File: src/rtl/tmr_chan_pkg.sv
package tmr_chan_pkg;

   typedef enum logic [2:0] {
      OM_LOW      = 3'b000,
      OM_SET      = 3'b001,
      OM_CLR      = 3'b010,
      OM_TGL      = 3'b011,
      OM_TGL_WRAP = 3'b100,
      OM_HIGH     = 3'b101,
      OM_PWM      = 3'b110,
      OM_HOLD     = 3'b111
   } out_mode_e;

   typedef struct packed {
      logic step;
      logic wrap;
      logic match;
   } tmr_evt_t;

endpackage

File: src/rtl/tmr_chan_counter.sv
module tmr_chan_counter
   import tmr_chan_pkg::*;
#(
   parameter int CNT_W   = 16,
   parameter bit DOWN_EN = 1'b1
)(
   input  logic             clk,
   input  logic             rst_n,
   input  logic             ch_en,
   input  logic             tick,
   input  logic             count_down,
   input  logic             load,
   input  logic [CNT_W-1:0] load_val,
   input  logic [CNT_W-1:0] cmp_val,
   output logic [CNT_W-1:0] count,
   output tmr_evt_t         evt
);

   localparam logic [CNT_W-1:0] CNT_MAX = {CNT_W{1'b1}};
   localparam logic [CNT_W-1:0] CNT_MIN = '0;
   localparam logic [CNT_W-1:0] CNT_ONE = {{(CNT_W-1){1'b0}}, 1'b1};

   logic             dn;
   logic             step;
   logic [CNT_W-1:0] cnt_q;
   logic [CNT_W-1:0] cnt_d;

   generate
      if (DOWN_EN) begin : g_bidir
         assign dn = count_down;
      end else begin : g_up_only
         assign dn = 1'b0;
      end
   endgenerate

   assign step = ch_en & tick & ~load;

   always_comb begin
      evt.step  = step;
      evt.wrap  = step & (dn ? (cnt_q == CNT_MIN) : (cnt_q == CNT_MAX));
      evt.match = step & (cnt_q == cmp_val);
   end

   always_comb begin
      cnt_d = cnt_q;
      if (load)      cnt_d = load_val;
      else if (step) cnt_d = dn ? (cnt_q - CNT_ONE) : (cnt_q + CNT_ONE);
   end

   always_ff @(posedge clk or negedge rst_n) begin
      if (!rst_n) cnt_q <= '0;
      else        cnt_q <= cnt_d;
   end

   assign count = cnt_q;

endmodule

File: src/rtl/tmr_chan_flags.sv
module tmr_chan_flags
   import tmr_chan_pkg::*;
#(
   parameter bit IRQ_REG = 1'b0
)(
   input  logic     clk,
   input  logic     rst_n,
   input  tmr_evt_t evt,
   input  logic     ovf_clr,
   input  logic     cmp_clr,
   input  logic     ovf_ie,
   input  logic     cmp_ie,
   output logic     ovf_flag,
   output logic     cmp_flag,
   output logic     irq
);

   logic ovf_q, cmp_q;
   logic irq_c;

   always_ff @(posedge clk or negedge rst_n) begin
      if (!rst_n) begin
         ovf_q <= 1'b0;
         cmp_q <= 1'b0;
      end else begin
         if (evt.wrap)     ovf_q <= 1'b1;
         else if (ovf_clr) ovf_q <= 1'b0;
         if (evt.match)    cmp_q <= 1'b1;
         else if (cmp_clr) cmp_q <= 1'b0;
      end
   end

   assign irq_c = (ovf_q & ovf_ie) | (cmp_q & cmp_ie);

   generate
      if (IRQ_REG) begin : g_irq_ff
         logic irq_q;
         always_ff @(posedge clk or negedge rst_n) begin
            if (!rst_n) irq_q <= 1'b0;
            else        irq_q <= irq_c;
         end
         assign irq = irq_q;
      end else begin : g_irq_comb
         assign irq = irq_c;
      end
   endgenerate

   assign ovf_flag = ovf_q;
   assign cmp_flag = cmp_q;

endmodule

File: src/rtl/tmr_chan_outgen.sv
module tmr_chan_outgen
   import tmr_chan_pkg::*;
(
   input  logic      clk,
   input  logic      rst_n,
   input  tmr_evt_t  evt,
   input  out_mode_e mode,
   output logic      out_flag
);

   logic out_q, out_d;

   always_comb begin
      out_d = out_q;
      unique case (mode)
         OM_LOW:      out_d = 1'b0;
         OM_HIGH:     out_d = 1'b1;
         OM_SET:      if (evt.match) out_d = 1'b1;
         OM_CLR:      if (evt.match) out_d = 1'b0;
         OM_TGL:      if (evt.match) out_d = ~out_q;
         OM_TGL_WRAP: if (evt.wrap)  out_d = ~out_q;
         OM_PWM: begin
            if (evt.wrap)       out_d = 1'b0;
            else if (evt.match) out_d = 1'b1;
         end
         OM_HOLD:     out_d = out_q;
         default:     out_d = out_q;
      endcase
   end

   always_ff @(posedge clk or negedge rst_n) begin
      if (!rst_n) out_q <= 1'b0;
      else        out_q <= out_d;
   end

   assign out_flag = out_q;

endmodule

File: src/rtl/tmr_chan.sv
module tmr_chan
   import tmr_chan_pkg::*;
#(
   parameter int CNT_W   = 16,
   parameter bit DOWN_EN = 1'b1,
   parameter bit IRQ_REG = 1'b0
)(
   input  logic             clk,
   input  logic             rst_n,
   input  logic             ch_en,
   input  logic             tick,
   input  logic             count_down,
   input  logic             load,
   input  logic [CNT_W-1:0] load_val,
   input  logic [CNT_W-1:0] cmp_val,
   input  logic [2:0]       out_mode,
   input  logic             ovf_ie,
   input  logic             cmp_ie,
   input  logic             ovf_clr,
   input  logic             cmp_clr,
   output logic [CNT_W-1:0] count,
   output logic             ovf_flag,
   output logic             cmp_flag,
   output logic             out_flag,
   output logic             irq
);

   generate
      if (CNT_W < 2 || CNT_W > 32) begin : g_bad_width
         $error("tmr_chan: CNT_W must lie in 2..32");
      end
   endgenerate

   tmr_evt_t evt;

   tmr_chan_counter #(.CNT_W(CNT_W), .DOWN_EN(DOWN_EN)) u_cnt (
      .clk        (clk),
      .rst_n      (rst_n),
      .ch_en      (ch_en),
      .tick       (tick),
      .count_down (count_down),
      .load       (load),
      .load_val   (load_val),
      .cmp_val    (cmp_val),
      .count      (count),
      .evt        (evt)
   );

   tmr_chan_flags #(.IRQ_REG(IRQ_REG)) u_flg (
      .clk      (clk),
      .rst_n    (rst_n),
      .evt      (evt),
      .ovf_clr  (ovf_clr),
      .cmp_clr  (cmp_clr),
      .ovf_ie   (ovf_ie),
      .cmp_ie   (cmp_ie),
      .ovf_flag (ovf_flag),
      .cmp_flag (cmp_flag),
      .irq      (irq)
   );

   tmr_chan_outgen u_out (
      .clk      (clk),
      .rst_n    (rst_n),
      .evt      (evt),
      .mode     (out_mode_e'(out_mode)),
      .out_flag (out_flag)
   );

endmodule

File: config.mk
export PLATFORM = sky130hd
export DESIGN_NAME = tmr_chan
export DESIGN_NICKNAME = d
export VERILOG_FILES = /design/src/rtl/tmr_chan_pkg.sv /design/src/rtl/tmr_chan_counter.sv /design/src/rtl/tmr_chan_flags.sv /design/src/rtl/tmr_chan_outgen.sv /design/src/rtl/tmr_chan.sv
export SDC_FILE = /design/constraint.sdc
export NUM_CORES = 1
export LEC_CHECK = 0
export BUFFER_PORTS_ARGS = -buffer_cell sky130_fd_sc_hd__buf_2
export CAP_MARGIN = 20
export CORE_UTILIZATION = 40
export DETAILED_ROUTE_END_ITERATION = 16
export HOLD_SLACK_MARGIN = 0.12
export PLACE_DENSITY = 0.73
export SYNTH_ARGS = -nofsm -noshare
export SYNTH_HDL_FRONTEND = slang
export SYNTH_HIERARCHICAL = 1
export SYNTH_SLANG_ARGS = --single-unit
File: constraint.sdc
create_clock -name clk -period 3.32 [get_ports clk]
set_input_delay 0.498 -clock clk [delete_from_list [all_inputs] [get_ports clk]]
set_output_delay 0.498 -clock clk [all_outputs]
set_load 0.1 [all_outputs]
Word-level counts from Yosys, hierarchy flattened:

Index checks and enable logic that the tools add are counted.

* register bits after elaboration: 19

* bitwise gates (word level): 10
* mux-type cells: 14
* add/subtract/negate cells: 2
* reductions and logical operators: 6
* eq/ne operators: 12

Operators with widths (count)
* $mux W16: 3
* $add A16 B1 Y16 const B: 1
* $eq A16 B16 Y1: 1
* $eq A16 B16 Y1 const B: 1
* $logic_not A16 Y1: 1
* $sub A16 B1 Y16 const B: 1
* $eq A3 B3 Y1 const B: 4
* $mux W1: 10
* $pmux W1 S7: 1
* $and A1 B1 Y1: 6
* $eq A3 B2 Y1 const B: 2
* $ne A2 B2 Y1 const B: 3
* $reduce_bool A2 Y1: 3
* $reduce_and A4 Y1: 1
* $eq A3 B1 Y1 const B: 1
* $logic_not A3 Y1: 1
* $not A1 Y1: 3
* $or A1 B1 Y1: 1

Longest topological paths before layout:

Gate-level depths: netlist of the first run.

* word-level depth: 6
* depth in mapped cells: 10
* mapped depth without buffers: 9

Hierarchy:

Netlist of the first run, hierarchy kept.

Modules (own cells, without submodules)
* tmr_chan_counter: cells an instance 199, area each 1700.4 um2, instances 1
* tmr_chan_outgen: cells an instance 11, area each 91.3 um2, instances 1
* tmr_chan_flags: cells an instance 7, area each 82.6 um2, instances 1

Worst setup path before layout of the first run:

Ideal clock, no wire load.

* path type: register -> register
* start: register u_cnt.cnt_q[4], in the netlist u_cnt/count[4]
* end: register u_cnt.cnt_q[8], in the netlist u_cnt/count[8]
* required time: 3193 ps
* slack: 601 ps
* stages on the path, launching flop included: 8
* arrival: 2592 ps
* setup time: 127 ps
* path through: dfrtp_1 > ha_1 > a21o_1 > a221o_2 > a21o_1 > a21oi_2 > mux2i_1 > nand3_1

* word-level cells in the longest chain between the ends: 4
* elaborated cells between the ends (all ways): 5

Ends and longest elaborated chain
* start, declared: line tmr_chan_counter.sv:25 `logic [CNT_W-1:0] cnt_q;`
* start signal, assigned: line tmr_chan_counter.sv:52 `else cnt_q <= cnt_d;`
* $add A16 B1 Y16 or $sub A16 B1 Y16 (tied branches): line tmr_chan_counter.sv:47 `else if (step) cnt_d = dn ? (cnt_q - CNT_ONE) : (cnt_q + CNT_ONE);`
* $mux W16 (*) (2 in series): line tmr_chan_counter.sv:47
* $mux W16 (*): line tmr_chan_counter.sv:46 `if (load) cnt_d = load_val;`

Mark *: on every way between the ends. The rest lies on a longest branch, timed or not. The select of a mux whose other input is x is not followed.
A chain may end at the register's enable or synchronous reset.

Worst setup path after layout of the first run:

* start: input count_down
* end: register u_cnt.cnt_q[12], in the netlist u_cnt/count[12]

* word-level cells in the longest chain between the ends: 3

Ends and longest elaborated chain
* start, declared: line tmr_chan.sv:12 `input logic count_down,`
* $mux W16 (2 in series): line tmr_chan_counter.sv:47
* $mux W16: line tmr_chan_counter.sv:46

No other way between the ends. The select of a mux whose other input is x is not followed.

==> metrics.md, run 1 <==
| Metric | Value |
|---|---|
| Status | `completed` |
| Synth-to-Final Area Change | `21.1%` |
| Clock sink count | `19` |
| CP top delay family | `compound AO/OA/AOI/OAI gates` |
| Overall routed net length | `5.16 mm` |
| Gp weighted congestion | `0.879` |
| Pins Over Slew Limit | `0` |
| Final number of setup-violating endpoints | `0` |
| Wirelength per Cell | `15.6 µm` |
| Buffers and inverters on the worst path | `1` |
| Ports | `65` |
| Resized Gates After CTS | `0` |
| Final HPWL DP | `3.90 mm` |
| Clk_lat worst skew | `0.25 ns` |
| Multi-input gate area | `1310 µm²` |
| Shortest period the worst path allows | `2.41 ns` |
| Setup_tns | `0 ns` |
| Grt ovf | `0` |
| Critical path class | `in2reg` |
| Final hold violations | `0` |
| Hold Buf Count CTS | `0` |
| Global-route wire length before repair | `8.25 mm` |
| TritonRoute pass-1 iters | `4` |
| Cts bufs inserted | `3` |
| Antenna Cells | `0` |
| Worst clock skew | `0.00218 ns` |
| Synth Warn # | `6` |
| Setup crit end kind | `flip-flop` |
| Die X-Extent | `70.3 µm` |
| # Post-CTS Setup Buffers | `0` |
| Final Hold Slack | `0.185 ns` |
| Filler cell count | `432` |
| Post-Synthesis Cells | `216` |
| Initial core utilization | `42.3%` |
| CP Max Fanout | `20` |
| Fmax | `416 MHz` |
| Power density over cell area | `478 nW/µm²` |
| Initial antenna violation count | `0` |
| MaxCap Viol Count | `0` |
| Clk root buf | `clkbuf_8` |
| Die height | `70.3 µm` |
| Clock transition at the registers of the reported paths | `0.07 ns` |
| Crit-path max cell delay | `0.51 ns` |
| Worst vdd ir | `168 µV` |
| CTS tree | `built` |
| Mapped cell area | `1870 µm²` |
| Net count of the finished layout | `340` |
| Syn Area/Cell | `8.64 µm²` |
| Leak | `1.12 nW` |
| Worst-Margin Slew | `0.513 ns` |
| Normalized max-slew margin | `65.7%` |
| Hold WC Path Type | `in2async` |
| Syn nets | `276` |
| Rows | `24` |
| DR DRC count | `0` |
| Cell chain of the critical path | `buf_2 > fa_1 > a21o_2 > a221o_2 > a211oi_2 > o21bai_1 > xnor2_1 > o221ai_1` |
| RSZ-0062 raised after global routing | `no` |
| Worst Path Arrival | `2.52 ns` |
| CTS H-Tree Depth | `1` |
| Critical Path RT | `3.44 ns` |
| Final Cycle Share | `72.4%` |
| Drt initial violations | `119` |
| Critical path launch point type | `input port` |
| Antenna-violating nets left | `0` |
| IO buf count | `64` |
| Final core utilization | `51.2%` |
| Core area | `4410 µm²` |
| Vias | `1903` |
| Layout cells sized above 1 | `28.7%` |
| Vias per cell | `5.75` |
| Largest net degree at the start of global routing | `28` |
| Slowest cell on crit path | `fa_1` |
| Die Footprint | `4940 µm²` |
| GRT Util Overall | `20.7%` |
| FF/Latch Area | `475 µm²` |
| Longest Clk Path Bufs | `2` |
| Register-to-Register Setup Slack | `0.91 ns` |
| Number of global-route vias before repair | `1753` |
[state kept, by name, summed over array words and instances (netlist names)]
signal          flops
u_cnt/count        16
u_flg/cmp_flag      1
u_flg/ovf_flag      1
u_out/out_flag      1
[layout by cell type (no fill, tap or decap), types with 6 or more instances in the layout]
| cell | n |
|---|---|
| nor3_1 | 8 |
| xor2_1 | 22 |
| buf_2 | 64 |
| nand3_1 | 9 |
| inv_1 | 6 |
| nor2_1 | 7 |
| ha_1 | 14 |
| nand2_1 | 17 |
| xnor2_1 | 6 |
| o21ai_0 | 12 |
| a21oi_1 | 14 |
| dfrtp_1 | 19 |
| nor4_1 | 6 |
| a21o_1 | 8 |
[stage by stage]
step                instance area [µm²]  power [mW]  cells  setup slack (ns)
finish                             2260        1.08    331             0.915
CTS                                2260        1.08    331             0.920
floorplan                          1870       0.780    216             0.601
detailed placement                 2220       0.916    327             0.662
global placement                   2220       0.905    327             0.727
global route                       2260        1.15    331             0.782
[final cells by class]
| type | count | area share [%] |
|---|---|---|
| clock buffers | 4 | 1.99 |
| inverters | 7 | 1.16 |
| multi-input cells | 183 | 58.1 |
| flip-flops and latches | 19 | 21.0 |
| well taps | 52 | 2.88 |
| repair buffers | 66 | 14.8 |
[final timing paths]
kind,start,to,cells past startpoint
max in group asynchronous,rst_n,u_cnt/count[7]$_DFFE_PN0P_,1
min reg2reg,u_flg/ovf_flag$_DFFE_PN0P_,u_flg/ovf_flag$_DFFE_PN0P_,1
min in group clk,load_val[5],u_cnt/count[5]$_DFFE_PN0P_,3
min,rst_n,u_cnt/count[1]$_DFFE_PN0P_,1
max reg2reg,u_cnt/count[0]$_DFFE_PN0P_,u_cnt/count[12]$_DFFE_PN0P_,7
max,count_down,u_cnt/count[12]$_DFFE_PN0P_,8
[layer usage]
| layer | track usage, % | vias to the layer above | wire, µm |
|---|---|---|---|
| li1 | - | 935 | - |
| met1 | 27.3 | 890 | 2370 |
| met2 | 33.5 | 70 | 2420 |
| met3 | 4.76 | 8 | 325 |
| met4 | 5.78 | 0 | 56 |
| met5 | 0 | - | 0 |
[report_power, final]
part | switching, mW | leakage [nW] | internal (mW)
Combinational | 0.409 | 0.866 | 0.187
Sequential | 0.0634 | 0.231 | 0.259
Clock | 0.0775 | 0.0228 | 0.0852
Note: power is estimated with default switching activity, not from simulation.
==> run 2, diff against run 1 <==
--- a/config.mk
+++ b/config.mk
@@ -5,12 +5,13 @@
 export SDC_FILE = /design/constraint.sdc
 export NUM_CORES = 1
 export LEC_CHECK = 0
+export ABC_AREA = 1
 export BUFFER_PORTS_ARGS = -buffer_cell sky130_fd_sc_hd__buf_2
 export CAP_MARGIN = 20
 export CORE_UTILIZATION = 40
 export DETAILED_ROUTE_END_ITERATION = 16
 export HOLD_SLACK_MARGIN = 0.12
-export PLACE_DENSITY = 0.73
+export PLACE_DENSITY = 0.74
 export SYNTH_ARGS = -nofsm -noshare
 export SYNTH_HDL_FRONTEND = slang
 export SYNTH_HIERARCHICAL = 1
==> constraint.sdc (replaced) <==
create_clock -name clk -period 2.2 [get_ports clk]
set_input_delay 0.33 -clock clk [delete_from_list [all_inputs] [get_ports clk]]
set_output_delay 0.33 -clock clk [all_outputs]
set_load 0.1 [all_outputs]
==> metrics.md, run 2 <==
| Metric | Value |
|---|---|
| Wirelength per Cell | `12.5 µm (was 15.6 µm)` |
| Worst clock skew | `0.00262 ns (was 0.00218 ns)` |
| RSZ-0062 raised after global routing | `no (unchanged)` |
| Core area | `5110 µm² (was 4410 µm²)` |
| Net count of the finished layout | `482 (was 340)` |
| Critical Path RT | `2.36 ns (was 3.44 ns)` |
| Normalized max-slew margin | `67.4% (was 65.7%)` |
| # Post-CTS Setup Buffers | `0 (unchanged)` |
| Number of flip-flops in the largest register | `16 (unchanged)` |
| Syn nets | `414 (was 276)` |
| Die height | `74.9 µm (was 70.3 µm)` |
| Clk_lat worst skew | `0.26 ns (was 0.25 ns)` |
| Final HPWL DP | `4.89 mm (was 3.90 mm)` |
| Drt initial violations | `158 (was 119)` |
| Worst slack, placed | `0.320 ns (was 0.662 ns)` |
| Resized Gates After CTS | `0 (unchanged)` |
| MaxCap Viol Count | `0 (unchanged)` |
| Vias | `2414 (was 1903)` |
| Setup_tns | `0 ns (unchanged)` |
| Worst Path Arrival | `1.97 ns (was 2.52 ns)` |
| Most frequent cells in the layout | `nand2_1, buf_2, inv_1 (was buf_2, xor2_1, dfrtp_1)` |
| Initial core utilization | `41.6% (was 42.3%)` |
| Grt ovf | `0 (unchanged)` |
| Cell chain of the critical path | `nor2_1 > nand3_1 > nor3_1 > nand4_1 > a21oi_1 > inv_1 > o21ai_0 > nand3_1 > nand2_1 > nor2_1 (was buf_2 > fa_1 > a21o_2 > a221o_2 > a211oi_2 > o21bai_1 > xnor2_1 > o221ai_1)` |
| Post-route cell area | `2580 µm² (was 2260 µm²)` |
| CTS tree | `built (unchanged)` |
| Power density over cell area | `664 nW/µm² (was 478 nW/µm²)` |
| Leak | `1.51 nW (was 1.12 nW)` |
| Fmax | `550 MHz` |
| Gp weighted congestion | `0.987 (was 0.879)` |
| Crit-path max cell delay | `0.47 ns (was 0.51 ns)` |
| Overall routed net length | `6.12 mm (was 5.16 mm)` |
| Slowest cell on crit path | `dfrtp_1 (was fa_1)` |
| Syn Area/Cell | `6.01 µm² (was 8.64 µm²)` |
| Final hold violations | `0 (unchanged)` |
| Pins Over Slew Limit | `0 (unchanged)` |
| Rows | `26 (was 24)` |
| Most common cell after layout, fill and taps aside | `nand2_1 (was buf_2)` |
| Post-Synthesis Cells | `354 (was 216)` |
| Final Cycle Share | `82.6%` |
| Final number of setup-violating endpoints | `0 (unchanged)` |
| DR DRC count | `0 (unchanged)` |
| Critical path class | `reg2reg (was in2reg)` |
| Synth Warn # | `6 (unchanged)` |
| DP Area | `2530 µm² (was 2220 µm²)` |
| Clk root buf | `clkbuf_8 (unchanged)` |
| Worst-Margin Slew | `0.493 ns (was 0.513 ns)` |
| Mapped cell area | `2130 µm² (was 1870 µm²)` |
| Layout cells sized above 1 | `20.7% (was 28.7%)` |
| Clock sink count | `19 (unchanged)` |
| Final setup margin | `0.382 ns (was 0.915 ns)` |
| Die X-Extent | `74.9 µm (was 70.3 µm)` |
| Synth-to-Final Area Change | `21.5% (was 21.1%)` |
| Antenna Cells | `0 (unchanged)` |
| TritonRoute pass-1 iters | `5 (was 4)` |
| Worst vdd ir | `396 µV (was 168 µV)` |
| Clock transition at the registers of the reported paths | `0.08 ns (was 0.07 ns)` |
| Hold WC Path Type | `in2reg (was in2async)` |
| IO buf count | `64 (unchanged)` |
| Status | `completed (unchanged)` |
| Largest net degree at the start of global routing | `20 (was 28)` |
| Global-route wire length before repair | `9.71 mm (was 8.25 mm)` |
| Ports | `65 (unchanged)` |
| Setup crit end kind | `flip-flop (unchanged)` |
| Die Footprint | `5610 µm² (was 4940 µm²)` |
| Cts bufs inserted | `3 (unchanged)` |
| Initial antenna violation count | `0 (unchanged)` |
| CTS H-Tree Depth | `1 (unchanged)` |
| Critical path launch point type | `flip-flop (was input port)` |
| Shortest period the worst path allows | `1.82 ns` |
| Longest Clk Path Bufs | `2 (unchanged)` |
| Power Total | `1.71 mW (was 1.08 mW)` |
| CP Max Fanout | `6 (was 20)` |
| Placed Instances | `486 (was 327)` |
| Number of global-route vias before repair | `2072 (was 1753)` |
| Antenna-violating nets left | `0 (unchanged)` |
| Final Non-Filler Cells | `491 (was 331)` |
| GRT Util Overall | `22.7% (was 20.7%)` |
| Vias per cell | `4.92 (was 5.75)` |
## run 2: metal layers
metal | up-vias | track usage [%] | wire [µm]
met5 | - | 0 | 0
met4 | 0 | 4.40 | 63
met3 | 8 | 2.68 | 493
met2 | 108 | 37.5 | 2840
met1 | 1049 | 32.1 | 2720
li1 | 1249 | - | -
## run 2: power by group
| group | total, mW | switching [mW] | internal, mW |
|---|---|---|---|
| combinational | 0.990 | 0.717 | 0.273 |
| clock | 0.256 | 0.127 | 0.129 |
| sequential | 0.469 | 0.0772 | 0.391 |
| total | 1.71 | 0.922 | 0.793 |
## run 2: timing repair
item / CTS / global route
setup endpoints to repair: 0 / 0
hold endpoints to repair: 19 / 0
hold buffers: 1 / 0
## run 2: per-stage QoR
step | hold slack (ns) | utilization, %
after global routing | 0.295 | 50.6
after floorplan | 0.0344 | -
final | 0.291 | 50.6
after CTS | 0.287 | 50.6
after detailed placement | 0.317 | 49.5
after global placement | 0.313 | 49.5
## run 2: path summary, 6_finish.rpt
| kind | startpoint | to | slack [ns] | cells past startpoint |
|---|---|---|---|---|
| worst max-delay path | u_cnt/count[5]$_DFFE_PN0P_ | u_out/out_flag$_DFFE_PN0P_ | 0.38 | 10 |
| worst min-delay path | cmp_clr | u_flg/cmp_flag$_DFFE_PN0P_ | 0.29 | 4 |
| worst max register to register | u_cnt/count[5]$_DFFE_PN0P_ | u_out/out_flag$_DFFE_PN0P_ | 0.38 | 10 |
| worst min register to register | u_flg/ovf_flag$_DFFE_PN0P_ | u_flg/ovf_flag$_DFFE_PN0P_ | 0.50 | 2 |
| max in group asynchronous | rst_n | u_cnt/count[0]$_DFFE_PN0P_ | 1.29 | 2 |
| min in group asynchronous | rst_n | u_cnt/count[5]$_DFFE_PN0P_ | 0.56 | 2 |
## run 2: worst max-delay path: cells and delay by family (launching register included)
| family | cells | cell delay, ns |
|---|---|---|
| AOI/OAI and AO/OA | 2 | 0.46 |
| buffers and inverters | 1 | 0.08 |
| DFF | 1 | 0.47 |
| and+or+nand+nor | 7 | 0.71 |
## run 2: area by class of cell
type                    instances  area [µm²]
clock buffers                   4        45.0
fillers                       553        2520
inverters                      69         259
multi-input cells             262        1370
flip-flops and latches         19         477
well taps                      70        87.6
repair buffers                 67         345
